$ cat config.mk
export PLATFORM = sky130hd
export DESIGN_NAME = chain_dma
export DESIGN_NICKNAME = d
export VERILOG_FILES = /design/src/rtl/chain_dma.sv
export SDC_FILE = /design/constraint.sdc
export NUM_CORES = 1
export LEC_CHECK = 0
export BUFFER_PORTS_ARGS = -buffer_cell sky130_fd_sc_hd__buf_4
export CAP_MARGIN = 15
export CELL_PAD_IN_SITES_DETAIL_PLACEMENT = 1
export CELL_PAD_IN_SITES_GLOBAL_PLACEMENT = 1
export CORE_MARGIN = 5
export CORE_UTILIZATION = 44
export CTS_CLUSTER_SIZE = 24
export DETAILED_ROUTE_END_ITERATION = 7
export PLACE_DENSITY_LB_ADDON = 0.1
export SYNTH_ARGS = -nofsm -noshare
export SYNTH_HDL_FRONTEND = slang
export SYNTH_SLANG_ARGS = --single-unit
$ cat constraint.sdc
create_clock -name clk -period 9.4 [get_ports clk]
set_clock_uncertainty 0.15 [all_clocks]
set_input_delay 0 -clock clk [delete_from_list [all_inputs] [get_ports clk]]
set_output_delay 0 -clock clk [all_outputs]
set_load 0.005 [all_outputs]
$ cat src/rtl/chain_dma.sv
`timescale 1ns/1ps
module chain_dma #(
  parameter int CNT_W = 32
) (
  input  logic        clk,
  input  logic        rst_n,
  input  logic        csr_we,
  input  logic [63:0] csr_wdata,
  output logic [63:0] csr_rdata,
  output logic        busy,
  output logic        irq,
  output logic        mem_req,
  output logic        mem_we,
  output logic [63:0] mem_addr,
  output logic [31:0] mem_wdata,
  input  logic        mem_ack,
  input  logic [31:0] mem_rdata,
  output logic [31:0] per_addr,
  output logic        per_rd,
  output logic        per_wr,
  output logic [31:0] per_wdata,
  input  logic [31:0] per_rdata,
  input  logic        per_ready
);
  typedef enum logic [2:0] {S_IDLE, S_FETCH, S_RD, S_WR, S_HALT} st_t;
  localparam logic [CNT_W-1:0] ONE = 1;

  st_t st, nst, resume_st;
  logic [63:0] ctrl, dptr, mptr;
  logic [3:0]  fidx;
  logic [31:0] d_next_lo, d_next_hi, d_mem_lo, d_per, buf_q;
  logic [CNT_W-1:0] d_len, d_gap, d_cnt, wcnt, scnt;
  logic d_irq, to_per, stop_pend, fin, adv;

  wire wide      = ctrl[0];
  wire cmd_stop  = csr_we && csr_wdata[4];
  wire cmd_start = csr_we && csr_wdata[3] && !csr_wdata[4];
  wire rd_done   = to_per ? mem_ack : per_ready;
  wire wr_done   = to_per ? per_ready : mem_ack;
  wire last_w    = (wcnt == d_len - ONE);
  wire last_s    = (scnt == d_cnt - ONE);
  wire empty     = (d_len == '0) || (d_cnt == '0);

  assign busy      = (st == S_FETCH) || (st == S_RD) || (st == S_WR);
  assign csr_rdata = ctrl;
  assign mem_req   = (st == S_FETCH) || (st == S_RD && to_per) || (st == S_WR && !to_per);
  assign mem_we    = (st == S_WR) && !to_per;
  assign mem_addr  = (st == S_FETCH) ? dptr + {58'd0, fidx, 2'b00} : mptr;
  assign mem_wdata = buf_q;
  assign per_rd    = (st == S_RD) && !to_per;
  assign per_wr    = (st == S_WR) && to_per;
  assign per_wdata = buf_q;
  assign per_addr  = d_per;

  always_comb begin
    nst = st;
    fin = 1'b0;
    adv = 1'b0;
    case (st)
      S_FETCH: if (mem_ack) begin
        adv = 1'b1;
        if (fidx == 4'd8) begin
          if (empty) fin = 1'b1;
          else nst = S_RD;
        end
      end
      S_RD: if (rd_done) begin
        adv = 1'b1;
        nst = S_WR;
      end
      S_WR: if (wr_done) begin
        adv = 1'b1;
        if (last_w && last_s) fin = 1'b1;
        else nst = S_RD;
      end
      default: ;
    endcase
    if (fin) nst = d_next_lo[0] ? S_FETCH : S_IDLE;
  end

  always_ff @(posedge clk or negedge rst_n) begin
    if (!rst_n) begin
      st <= S_IDLE;  resume_st <= S_IDLE;
      ctrl <= '0;    dptr <= '0;  mptr <= '0;  fidx <= '0;
      d_next_lo <= '0; d_next_hi <= '0; d_mem_lo <= '0; d_per <= '0;
      d_len <= '0;   d_gap <= '0; d_cnt <= '0; wcnt <= '0; scnt <= '0;
      d_irq <= 1'b0; to_per <= 1'b0; buf_q <= '0;
      stop_pend <= 1'b0; irq <= 1'b0;
    end else begin
      irq <= fin && d_irq;
      if (adv) begin
        if (stop_pend && nst != S_IDLE) begin
          st <= S_HALT;
          resume_st <= nst;
          stop_pend <= 1'b0;
        end else begin
          st <= nst;
          if (nst == S_IDLE) stop_pend <= 1'b0;
        end
      end
      if (st == S_FETCH && mem_ack) begin
        fidx <= fidx + 4'd1;
        case (fidx)
          4'd0: d_next_lo <= mem_rdata;
          4'd1: d_mem_lo  <= mem_rdata;
          4'd2: d_per     <= mem_rdata;
          4'd3: d_len     <= mem_rdata[CNT_W-1:0];
          4'd4: d_gap     <= mem_rdata[CNT_W-1:0];
          4'd5: d_cnt     <= mem_rdata[CNT_W-1:0];
          4'd6: begin d_irq <= mem_rdata[1]; to_per <= mem_rdata[12]; end
          4'd7: d_next_hi <= mem_rdata;
          default: begin
            mptr <= {wide ? mem_rdata : 32'd0, d_mem_lo};
            wcnt <= '0;
            scnt <= '0;
          end
        endcase
      end
      if (st == S_RD && rd_done) buf_q <= to_per ? mem_rdata : per_rdata;
      if (st == S_WR && wr_done) begin
        if (!last_w) begin
          wcnt <= wcnt + ONE;
          mptr <= mptr + 64'd4;
        end else begin
          wcnt <= '0;
          scnt <= scnt + ONE;
          mptr <= mptr + 64'd4 + ({{(64-CNT_W){1'b0}}, d_gap} << 2);
        end
      end
      if (fin) begin
        dptr <= {wide ? d_next_hi : 32'd0, d_next_lo[31:1], 1'b0};
        fidx <= '0;
      end
      if (cmd_stop) begin
        ctrl <= csr_wdata;
        if (busy && !stop_pend && !(adv && nst == S_IDLE)) stop_pend <= 1'b1;
      end else if (cmd_start) begin
        if (st == S_IDLE) begin
          ctrl <= csr_wdata;
          dptr <= {csr_wdata[0] ? csr_wdata[63:32] : 32'd0, csr_wdata[31:5], 5'b0};
          fidx <= '0;
          stop_pend <= 1'b0;
          st <= S_FETCH;
        end else if (st == S_HALT) begin
          ctrl <= csr_wdata;
          st <= resume_st;
        end
      end else if (csr_we) begin
        ctrl <= csr_wdata;
      end
    end
  end
endmodule

## Word level (Yosys, flattened, before mapping)

Cells that the tools add are included.

- Input bits: 133
- Flip-flop bits (word level): 526
- Output and inout port bits: 230
- Logic and storage cells: 154

- Muxes and demuxes: 65
- Eq/ne operators: 16
- Reductions and logical operators: 45
- $add $sub $neg: 8

Operators with widths:

| operator | number |
|---|---|
| $mux 64 | 14 |
| $mux 32 | 12 |
| $add 32x1->32 const B | 2 |
| $add 64x3->64 const B | 1 |
| $add 64x34->64 | 1 |
| $add 64x6->64 | 1 |
| $eq 32x32->1 | 2 |
| $logic_not 32->1 | 2 |
| $sub 32x1->32 const B | 2 |
| $mux 3 | 13 |
| $reduce_and 2->1 | 11 |
| $mux 4 | 5 |
| $mux 1 | 18 |
| $eq 4x3->1 const B | 4 |
| $logic_and 1x1->1 | 16 |
| $pmux 3 s3 | 1 |
| $eq 4x2->1 const B | 2 |
| $reduce_or 8->1 | 1 |
| $eq 3x2->1 const B | 2 |
| $logic_not 3->1 | 2 |
| $reduce_bool 3->1 | 2 |
| $logic_or 1x1->1 | 5 |
| $add 4x1->4 const B | 1 |
| $eq 4x1->1 const B | 1 |
| other kinds (10) | 13 |

## Depth between registers and ports, before layout

- Word-level depth: 15
- Gate-level depth with buffers: 21
- Depth with buffers taken out: 18

## Least setup slack after synthesis

No wires, ideal clock.

- Path kind: flip-flop to flip-flop
- From: reg mptr[2]
- To: reg mptr[56]
- Path slack: 4.698 ns
- Library setup time: 0.124 ns
- Path buffers: 1
- Cell stages (with the launch flop): 20
- Required time: 9.126 ns
- Data arrival time: 4.428 ns
- Clock period less this slack: 4.702 ns
- Cells stage by stage: dfrtp_1 -> ha_1 -> nand3_1 -> or2_2 -> clkbuf_1 -> or3_1 -> nor2_1 -> nand3_1 -> xnor2_1 -> ha_1 -> and4_1 -> and3_1 -> and2_1 -> a22o_1 -> a31oi_1 -> o31ai_1 -> nand4_2 -> o31ai_1 -> a21oi_1 -> o31a_1

- Longest elaborated chain between the ends: 4

RTL lines:

| item | line | RTL |
|---|---|---|
| start, declared | 29 | `logic [63:0] ctrl, dptr, mptr;` |
| start signal, assigned | 113 | `mptr <= {wide ? mem_rdata : 32'd0, d_mem_lo};` |
| start signal, assigned | 123 | `mptr <= mptr + 64'd4;` |
| start signal, assigned | 127 | `mptr <= mptr + 64'd4 + ({{(64-CNT_W){1'b0}}, d_gap} << 2);` |
| $add 64x3->64 (*) | 123, 127 |  |
| $add 64x34->64 | 127 |  |
| $mux 64 (*) | 121 | `if (!last_w) begin` |
| $mux 64 (*) | 120 | `if (st == S_WR && wr_done) begin` |

Every way passes the cells marked *; elsewhere a longest branch is shown, timed or not.
A chain may end at the register's enable or synchronous reset.

## Worst setup path in the final report

Same ends and word-level chain as after synthesis.

==> results.md <==
Drt:
- In this run, the number of DRC markers left after iteration 0 of detailed routing was 2337.
- Dividing the detail-routed wire length by the instance count gives 29.6 um.
- The remaining design rule violation count is 0.
- The count of nets left with antenna violations once routing finished came out at 0.
- The number of iterations in the first detailed-routing pass is 6.
- The aggregate routed wire length is 137000 um.
- The number of vias per cell after detailed routing is 6.19.
- The detailed-route via count is 28.6k.

Logic synthesis:
- The total standard cell area after synthesis is 30800 um^2.
- The yosys synthesis warning count is 0.
- In this run, synthesis inferred 0 flip-flops with an integrated enable.
- The primary flip-flop cell chosen by synthesis mapping is dfrtp_1.
- The mean post-synth cell area is 9.68 um^2.
- The synthesized netlist contains 91 unique library cells.
- The synthesized design spends more area on one cell type than any other, namely dfrtp_1.
- The proportion of register bits with asynchronous set or reset after synthesis is 1.00.
- By area the synthesized netlist is led by dfrtp_1 (43%), mux2_2 (11%), nand2_1 (4.5%).
- The net count of the mapped netlist is 3358.
- The share of synthesized area in the top cell type comes to 0.428.
- The post-synthesis sequential element count is 526.
- For this run, the register share of the synthesized area comes to 0.428.
- The number of standard cells after synthesis is 3178.

Floorplan:
- Row generation in the floorplan step produced 97 rows.
- The width of the die is 274 um.
- The core footprint is 69700 um^2.
- The height of the die is 274 um.
- For this configuration, the core starts out at a cell density of 0.442.
- The number of placed I/O pins is 363.
- The die covers 75300 um^2.

Clock network:
- The root buffer cell is clkbuf_16.
- The clock latency on the worst-skew pair is 680 ps.
- The CTS H-tree depth is 2.
- The post-CTS resize count is 0.
- The number of clock buffers inserted by TritonCTS is 60.
- CTS saw 526 sinks.
- In this run the deepest clock path goes through 3 buffers.
- After clock tree synthesis, the setup repair step added 0 buffers.
- The clock slew at the register clock pins of the worst setup and hold paths is 60 ps.
- The TritonCTS clock tree is built.

Power:
- The worst supply voltage drop on vdd is 0.195 mV.
- The analysis attributes to cell leakage a power of 17.1 nW.
- Dividing total power by cell area gives a power density of 316 nW/um^2.
- The completed layout was analyzed and its total power is 0.0122 W.

Run status:
- The flow ran to the end, and the final reports show no timing, DRC or antenna violations.

Critical path:
- The number of buffers and inverters on the critical path is 0.
- The startpoint identified for the worst register-to-register timing path is mptr[2].
- The worst endpoint required time is 9760 ps.
- The longest individual stage delay on the worst path is 510 ps.
- The arrival time at the worst endpoint is 6120 ps.
- The worst setup path category is flip-flop to flip-flop.
- Tracing the worst setup path back leads to its startpoint at mptr[2].
- In this run the worst path has a maximum fanout of 12.
- The worst setup path is captured at a flip-flop.
- On the critical path, the stage with the largest delay is an instance of o31ai_1.
- Traced cell by cell, the critical path runs through ha_1, nand3_1, or2_2, or3_1, nor2_1, nand3_1, xnor2_1, ha_1, and4_1, and3_1, and2_1, a22o_1, a31oi_1, o31ai_1, nand4_2, o31ai_1, a21oi_1, o31a_1.
- STA classifies the critical path startpoint as a flip-flop.
- On the critical path the largest part of the delay comes from simple AND/OR/NAND/NOR gates.

Cells and area:
- The post-route standard cell area excluding fillers is 38500 um^2.
- Once layout is complete, the utilization of the core stands at 0.552.
- The fraction of final layout cells with drive strength greater than 1 is 0.233.
- The number of fill cells in the layout is 7634.
- Relative to the synthesized area, the layout overhead comes to 25.0%.
- The most common cell after layout, fill and taps aside is dfrtp_1.
- In the layout the commonest cells are dfrtp_1 (525), buf_4 (392), nand2_1 (366), mux2_2 (292), dlygate4sd3_1 (229).
- After the last flow step, the layout net total stands at 3805.

Global routing:
- The initial antenna violation count is 14.
- The total routing resource utilization after global routing is 0.356.
- The pin count of the biggest net entering global routing is 155.
- Summed over all layers, the global routing overflow is 0.
- The first-pass GRT wire length is 203000 um.
- The via count of the first global-routing pass came to 30.2k.

STA:
- Setup repair after global routing left no endpoint under its margin.
- The worst-margin pin slew is 1180 ps.
- Timing would allow up to 174 MHz.
- In the finished design, the share of the clock period the worst path needs comes to 0.612.
- The final hold violation count is 0.
- The headroom to the max-slew limit is 0.213.
- The final setup TNS is 0 ps.
- The number of setup violations in the final report is 0.
- The max-slew violation count is 0.
- The post-route minimum period is 5750 ps.

Placed design:
- The number of port buffers is 362.
- The routability congestion estimate is 0.912.
- Detailed placement finished with a half-perimeter wire length of 89000 um.
- After detailed placement, the total cell area comes to 33900 um^2.

Min path:
- The tightest min-delay check is of the input pin to flip-flop type.
- The worst min-delay path startpoint is csr_wdata[42].

Flow run:
- The number of maximum-capacitance violations is 0.
==> worst reg2reg max path, stage by stage (launching register included) <==
cell and delay, ps:
dfrtp_1 410, ha_1 260, nand3_1 140, or2_2 430
or3_1 400, nor2_1 290, nand3_1 140, xnor2_1 180
ha_1 410, and4_1 280, and3_1 200, and2_1 160
a22o_1 130, a31oi_1 90, o31ai_1 520, nand4_2 480
o31ai_1 520, a21oi_1 120, o31a_1 280
==> Yosys cell counts (6+ instances only) <==
library cell  instances
a211oi_1             16
a21o_1               22
a21oi_1             110
a221o_1              36
a22oi_1               6
a31o_2                9
a31oi_1              15
and2_1               21
and3_1              101
and4_1               20
buf_1                41
buf_2                13
buf_4                37
clkbuf_1            145
dfrtp_1             526
ha_1                 45
inv_1                48
mux2_2              292
mux2i_1              89
nand2_1             368
nand2b_1             18
nand3_1             125
nand3b_1              6
nand4_1              68
nor2_1              145
nor2b_1              17
nor3_1               71
nor3b_1               6
nor4_1               32
nor4b_1              12
o211ai_1             20
o21a_1                6
o21ai_0             210
o21ai_1              14
o21bai_1              8
o22ai_1              20
o31ai_1              28
or2_2                 9
or3_1                26
or4_1                20
xnor2_1             136
xor2_1              123
==> cell families after synthesis <==
| kind of cell | count (synthesis) | share of synthesized area |
|---|---|---|
| adders and majority gates | 47 | 0.0196 |
| xor gates and xnor gates | 259 | 0.0737 |
| DFF | 526 | 0.428 |
| buffers and inverters | 289 | 0.0415 |
| and+or+nand+nor | 1094 | 0.181 |
| AOI/OAI and AO/OA | 582 | 0.120 |
| muxes | 381 | 0.136 |
==> metal layers <==
layer / track usage / part of all wire
met4: 0.131 / 0.042
met2: 0.573 / 0.46
met3: 0.0683 / 0.076
met5: 0 / 0.00023
met1: 0.481 / 0.42
==> area by class of cell <==
type	instances	area, um^2	area share
Antenna cell	4	10.0	0.000260
Clock buffer	80	1740	0.0452
Clock inverter	33	463	0.0120
Inverter	48	180	0.00468
Multi-Input combinational cell	2363	16400	0.426
Sequential cell	526	13200	0.342
Tap cell	940	1180	0.0306
Timing Repair Buffer	626	5340	0.139
==> metrics by stage <==
stage / setup slack (ps) / hold WS [ps] / instances
after floorplan: 4700 / -446 / 3178
after global placement: 4000 / -20.9 / 4273
after detailed placement: 3800 / -6.27 / 4273
after CTS: 3730 / 2.25 / 4616
after global routing: 3390 / 20.4 / 4617
final: 3650 / 28.6 / 4620
==> power by group <==
| group | total [W] | internal (W) | switching [W] |
|---|---|---|---|
| clock | 0.00263 | 0.00155 | 0.00108 |
| combinational | 0.00538 | 0.00239 | 0.00299 |
| sequential | 0.00415 | 0.00309 | 0.00106 |
| total | 0.0122 | 0.00702 | 0.00513 |
==> worst paths after layout <==
path	endpoint	slack, ps	cells after the start
worst max-delay path	mptr[56]	3650	18
worst min-delay path	csr_rdata[42]	30	3
worst max register to register	mptr[56]	3650	18
worst min register to register	mptr[1]	330	2
max in group asynchronous	csr_rdata[42]	7330	5
min in group asynchronous	scnt[10]	450	4
==> repair_timing <==
action / CTS / global route
endpoints found under the setup margin: 0 / 0
hold buffers: 230 / 0
hold endpoints to repair: 527 / 0
Note: power is estimated with default switching activity, not from simulation.
